File: src/rtl/lpm_pkg.sv
package lpm_pkg;
  typedef enum logic [2:0] {
    M_FULL   = 3'd0,
    M_DIV    = 3'd1,
    M_SUBACT = 3'd2,
    M_SLEEP  = 3'd3,
    M_SUBSLP = 3'd4,
    M_STBY   = 3'd5,
    M_WATCH  = 3'd6
  } mode_e;

  // modes that run only on the subclock
  function automatic logic needs_sub(mode_e m);
    return (m == M_SUBACT) || (m == M_SUBSLP) || (m == M_WATCH);
  endfunction

  // main oscillator enabled
  function automatic logic main_on(mode_e m);
    return !((m == M_STBY) || (m == M_WATCH) || (m == M_SUBACT) || (m == M_SUBSLP));
  endfunction

  // low-power states left only by a wake event
  function automatic logic is_parked(mode_e m);
    return (m == M_SLEEP) || (m == M_SUBSLP) || (m == M_STBY) || (m == M_WATCH);
  endfunction

  function automatic logic [7:0] pick_div(logic fast, logic [7:0] f, logic [7:0] s);
    return fast ? f : s;
  endfunction
endpackage

File: src/rtl/lpm_next_mode.sv
module lpm_next_mode
  import lpm_pkg::*;
(
  input  mode_e cur,
  input  logic  sleep_req,
  input  logic  wake_evt,
  input  logic  lo_spd,
  input  logic  stby_sel,
  input  logic  dir_xfer,
  input  logic  sub_off,
  input  logic  div_sel,
  output mode_e nxt,
  output logic  refused
);
  mode_e tgt;

  always_comb begin
    tgt = cur;
    case (cur)
      M_FULL, M_DIV: begin
        if (sleep_req) begin
          if (lo_spd)         tgt = stby_sel ? M_WATCH : M_SUBACT;
          else if (!stby_sel) tgt = M_SLEEP;
          else                tgt = dir_xfer ? M_WATCH : M_STBY;
        end else begin
          tgt = div_sel ? M_DIV : M_FULL;
        end
      end
      M_SUBACT: begin
        if (sleep_req) begin
          if (lo_spd) tgt = stby_sel ? M_WATCH : M_SUBSLP;
          else        tgt = dir_xfer ? M_FULL : M_WATCH;
        end
      end
      M_SLEEP, M_STBY: if (wake_evt) tgt = M_FULL;
      M_SUBSLP:        if (wake_evt) tgt = M_SUBACT;
      M_WATCH:         if (wake_evt) tgt = lo_spd ? M_SUBACT : M_FULL;
      default:         tgt = M_FULL;
    endcase
  end

  assign refused = sub_off && needs_sub(tgt) && (tgt != cur);
  assign nxt     = refused ? cur : tgt;
endmodule

File: src/rtl/lpm_clk_ctrl.sv
module lpm_clk_ctrl
  import lpm_pkg::*;
#(
  parameter int FAST_DIV = 4,
  parameter int SLOW_DIV = 32,
  localparam int DIV_W   = $clog2(SLOW_DIV + 1)
) (
  input  mode_e             cur,
  input  logic              sub_stop,
  input  logic              nf_fast,
  output logic              main_clk_en,
  output logic              sub_clk_en,
  output logic [DIV_W-1:0]  smp_div
);
  logic [7:0] div8;

  assign main_clk_en = main_on(cur);
  assign sub_clk_en  = ~sub_stop;
  assign div8        = pick_div(nf_fast, 8'(FAST_DIV), 8'(SLOW_DIV));
  assign smp_div     = div8[DIV_W-1:0];
endmodule

File: src/rtl/lpm_mode_ctrl.sv
module lpm_mode_ctrl
  import lpm_pkg::*;
#(
  parameter int FAST_DIV = 4,
  parameter int SLOW_DIV = 32,
  localparam int DIV_W   = $clog2(SLOW_DIV + 1)
) (
  input  logic             clk,
  input  logic             rst_n,
  input  logic             sleep_req,
  input  logic             wake_evt,
  input  logic             lo_spd,
  input  logic             stby_sel,
  input  logic             dir_xfer,
  input  logic             sub_stop,
  input  logic             nf_fast,
  input  logic             div_sel,
  output logic [2:0]       mode,
  output logic             main_clk_en,
  output logic             sub_clk_en,
  output logic [DIV_W-1:0] smp_div
);
  mode_e mode_q;
  mode_e mode_d;
  logic  refused;   // event: a subclock mode was refused

  lpm_next_mode u_next (
    .cur(mode_q), .sleep_req(sleep_req), .wake_evt(wake_evt),
    .lo_spd(lo_spd), .stby_sel(stby_sel), .dir_xfer(dir_xfer),
    .sub_off(sub_stop), .div_sel(div_sel), .nxt(mode_d), .refused(refused)
  );

  always_ff @(posedge clk or negedge rst_n) begin
    if (!rst_n) mode_q <= M_FULL;
    else        mode_q <= mode_d;
  end

  lpm_clk_ctrl #(.FAST_DIV(FAST_DIV), .SLOW_DIV(SLOW_DIV)) u_clk (
    .cur(mode_q), .sub_stop(sub_stop), .nf_fast(nf_fast),
    .main_clk_en(main_clk_en), .sub_clk_en(sub_clk_en), .smp_div(smp_div)
  );

  assign mode = mode_q;

  // with the subclock off, no subclock mode is entered from outside
  p_no_sub_entry_r7: assert property (@(posedge clk) disable iff (!rst_n)
    (sub_stop && !needs_sub(mode_q)) |=> !needs_sub(mode_q));

  // a refused request leaves the mode as it was
  p_refused_holds_r7: assert property (@(posedge clk) disable iff (!rst_n)
    refused |=> (mode_q == $past(mode_q)));

  // sleep exits to full speed on wake
  p_sleep_exit_r8: assert property (@(posedge clk) disable iff (!rst_n)
    (mode_q == M_SLEEP && wake_evt) |=> (mode_q == M_FULL));

  // watch exit on the main-clock path
  p_watch_exit_r9: assert property (@(posedge clk) disable iff (!rst_n)
    (mode_q == M_WATCH && wake_evt && !lo_spd) |=> (mode_q == M_FULL));

  // parked states ignore everything but a wake event
  p_parked_hold_r10: assert property (@(posedge clk) disable iff (!rst_n)
    (is_parked(mode_q) && !wake_evt) |=> $stable(mode_q));

  // main clock is off whenever the subclock path runs
  p_main_off_sub_r11: assert property (@(posedge clk) disable iff (!rst_n)
    (mode_q == M_SUBACT) |-> !main_clk_en);
endmodule

File: config.mk
export PLATFORM = sky130hd
export DESIGN_NAME = lpm_mode_ctrl
export DESIGN_NICKNAME = d
export VERILOG_FILES = /design/src/rtl/lpm_pkg.sv /design/src/rtl/lpm_next_mode.sv /design/src/rtl/lpm_clk_ctrl.sv /design/src/rtl/lpm_mode_ctrl.sv
export SDC_FILE = /design/constraint.sdc
export NUM_CORES = 1
export LEC_CHECK = 0
export ABC_CLOCK_PERIOD_IN_PS = 4200
export BUFFER_PORTS_ARGS = -buffer_cell sky130_fd_sc_hd__buf_2
export CAP_MARGIN = 25
export CORE_AREA = 5 5 42 44
export CTS_CLUSTER_SIZE = 16
export DETAILED_ROUTE_END_ITERATION = 6
export DIE_AREA = 0 0 47 49
export PLACE_DENSITY = 0.58
export SYNTH_ARGS = -nofsm -noshare
export SYNTH_HDL_FRONTEND = slang
export SYNTH_SLANG_ARGS = --single-unit
export TNS_END_PERCENT = 20
File: constraint.sdc
create_clock -name clk -period 4.2 [get_ports clk]
set_clock_uncertainty 0.2 [all_clocks]
set_input_delay 0.63 -clock clk [delete_from_list [all_inputs] [get_ports clk]]
set_output_delay 0.63 -clock clk [all_outputs]
set_load 0.005 [all_outputs]
==> impl_metrics.csv <==
group,metric,value,unit
run_status,status,"complete, no violations",
sta,worst_pin_slew,566.0,ps
synth,yosys.area_share.simple,0.2626,
synth,synth_edf_count,0,
critical_path,endpoint_kind,"flip-flop",
synth,synth-async-reset-ratio,1.000,
grt,grt.total_usage,0.09866,
synth,synthXorXnorAreaFrac,0.01955,
placed_design,dpl.hpwl,823.1,µm
routing,num_vias,468,
power,p_clk_frac,0.145,
placed_design,io_buffers,16,
final_layout,layout.area.seq,75.07,µm²
grt,grt_pass1_wl,1745,µm
cts,clk_pin_slew,40,ps
routing,drtAntennaViolNets,0,
cts,clockBufferDepth,2,
final_layout,multi_input_area,311.5,µm²
grt,grt_pass1_vias,421,
critical_path,r2r-end,"mode[2]",
die,die_h,49,µm
power,switching_share,0.4603,
synth,synth_cells,56,
final_layout,largest_reg_flops,3,
power,p_leak,0.2563,nW
sta,finalCritPeriodShare,0.5268,
sta,maxSlewViolCount,0,
final_layout,fin_nets,84,
placed_design,place.gp.congestion,0.7337,
synth,yosysSeqAreaShare,0.1676,
final_layout,syn2layout_area_growth,20.95,%
critical_path,ff2ff_setup_slack,1990,ps
critical_path,worstPathArrival,2120,ps
die,std_cell_rows,14,
die,dieWidth,47,µm
die,initial_core_util,0.3196,
critical_path,path_max_fanout,12,
synth,synth_area_per_cell,7.999,µm²
synth,synth_top_family_by_area,"compound AO/OA/AOI/OAI gates",
cts,cts_resized,0,
sta,hold_violations,0,
cts,post-cts-setup-buffers,0,
synth,synth.ff_latch_count,3,
final_layout,fill_cells,157,
synth,synth_compound_area_frac,0.3324,
cts,cts_made_buffers,3,
routing,drtIter0Drc,16,
min_path,whs_endpoint,"mode[0]",
sta,relSlewSlack,0.6179,
min_path,hold_path.startpoint,"mode[0]",
grt,grt_overflow,0,
synth,synthAdderAreaFrac,0,
power,p_int,0.1870,mW
min_path,hp-class,"flip-flop to flip-flop",
sta,fmax,452.0,MHz
die,core_area,0.001401,mm²
critical_path,cp-start-kind,"flip-flop",
sta,finalSetupTns,0,ps
cts,cts.sinks,3,
cts,cts-root-buf,"clkbuf_4",
power,power,0.3465,mW
routing,drt-total-wl,1047,µm
routing,post_drt_via_cell_ratio,5.258,
synth,synth.mux.area_fraction,0.04749,
cts,cts_tree,"yes",
cts,cts.hold.buffers_added,1,
power,ir_drop,0.0002764,V
job,max_cap_viol_count,0,
grt,grt_max_degree,13,
synth,syn_area,447.9,µm²
sta,setup_viol,0,
sta,rsz0062_at_grt,"false",
routing,wire_per_inst,11.76,µm
cts,clock_latency,230,ps
power,power.switching,0.1595,mW
cts,cts_max_level,1,
sta,period_needed,2212,ps
power,p_per_area,639.6,mW/mm²
final_layout,layout-drive-gt1-share,0.3562,
routing,drt_pass1_iterations,4,
critical_path,r2r_cells,6,
power,power_frac_seq,0.229,
synth,ys.flop_type,"dfrtp_1",
critical_path,reg2reg_from,"mode[2]",
die,ios,21,
die,dieArea,0.002303,mm²
critical_path,required,4110,ps
critical_path,crit_type,"flip-flop to flip-flop",
synth,synth.distinct_cells,32,
power,power_frac_comb,0.626,
min_path,hold_depth,2,
grt,antenna_found_initial,0,
routing,route.detailed.drc,0,
synth,ys_warn_count,0,
final_layout,insertedDiodeCount,0,
kinds of logic after synthesis:
kind of cell           after synthesis
AO/OA/AOI/OAI                       20
XOR/XNOR                             1
AND/OR/NAND/NOR                     17
flip-flops                           3
buffers and inverters               12
other                                1
multiplexers                         2
cell usage in the layout, fill, tap and decap left out, types with 2 or more instances in the layout:
cell	synthesis	routed
nor3_1	2	2
buf_2	1	16
nand3_1	4	4
nand2_1	2	2
conb_1	1	4
nor2b_1	3	3
o22a_1	2	2
clkbuf_4	0	3
a21oi_1	5	5
inv_1	5	5
o311ai_0	2	2
o2111ai_1	2	2
dfrtp_1	3	3
per-stage QoR:
stage / instance area, µm² / utilization / setup WS (ps) / hold slack [ps] / instances
after floorplan: 459.2 / - / 2072 / 134.4 / 59
after detailed placement: 505.5 / 0.3607 / 1821 / 228.3 / 84
after global placement: 505.5 / 0.3607 / 1839 / 226.7 / 84
after global routing: 541.8 / 0.3866 / 1859 / 508.0 / 89
after CTS: 541.8 / 0.3866 / 1976 / 474.6 / 89
final: 541.8 / 0.3866 / 1988 / 473.0 / 89
how the worst max path moves through the flow:
stage	depth (start not counted)	to	start	slack [ps]
2_1_floorplan	6	mode[1]	sleep_req	2070
3_3_place_gp	7	mode[1]	sleep_req	1840
3_5_place_dp	7	mode[2]	sleep_req	1820
4_1_cts	6	mode[2]	mode[2]	1980
5_1_grt	6	mode[1]	mode[2]	1860
6_report	6	mode[2]	mode[2]	1990
worst max-delay path, stage by stage, from the launching register on:
cell       delay (ps)
dfrtp_1           490
nand4bb_1         250
a211o_1           330
and4_4            200
nor4_4            310
a21oi_1           110
o22a_1            210
power by group through the flow:
stage	Sequential, mW	Combinational, mW	Clock, mW
after floorplan	0.0570	0.196	0
after global placement	0.0805	0.218	0
after detailed placement	0.0787	0.219	0
after CTS	0.0786	0.220	0.0531
after global routing	0.0839	0.244	0.0547
final	0.0795	0.217	0.0502
final cells by class:
class | count | area share
multi-input cells | 44 | 0.5751
inverters | 5 | 0.03464
repair buffers | 17 | 0.1663
well taps | 16 | 0.03695
clock buffers | 4 | 0.04850
flip-flops and latches | 3 | 0.1386
metal layers:
layer / up-vias / routed length [µm] / track usage
li1: 237 / - / -
met1: 212 / 438 / 0.1278
met3: 0 / 77 / 0.01107
met2: 19 / 531 / 0.1516
met5: - / 0 / 0
met4: 0 / 0 / 0.05530
synthesized netlist by cell type, types with 2 or more instances:
library cell | instances | area (µm²)
nand3_1 | 4 | 20.02
buf_4 | 5 | 37.54
inv_1 | 5 | 18.77
nor3_1 | 2 | 10.01
o311ai_0 | 2 | 17.52
o22a_1 | 2 | 17.52
nand2_1 | 2 | 7.510
nor2b_1 | 3 | 18.77
o2111ai_1 | 2 | 17.52
dfrtp_1 | 3 | 75.07
a21oi_1 | 5 | 25.02
Power figures use the tool's default switching activity.
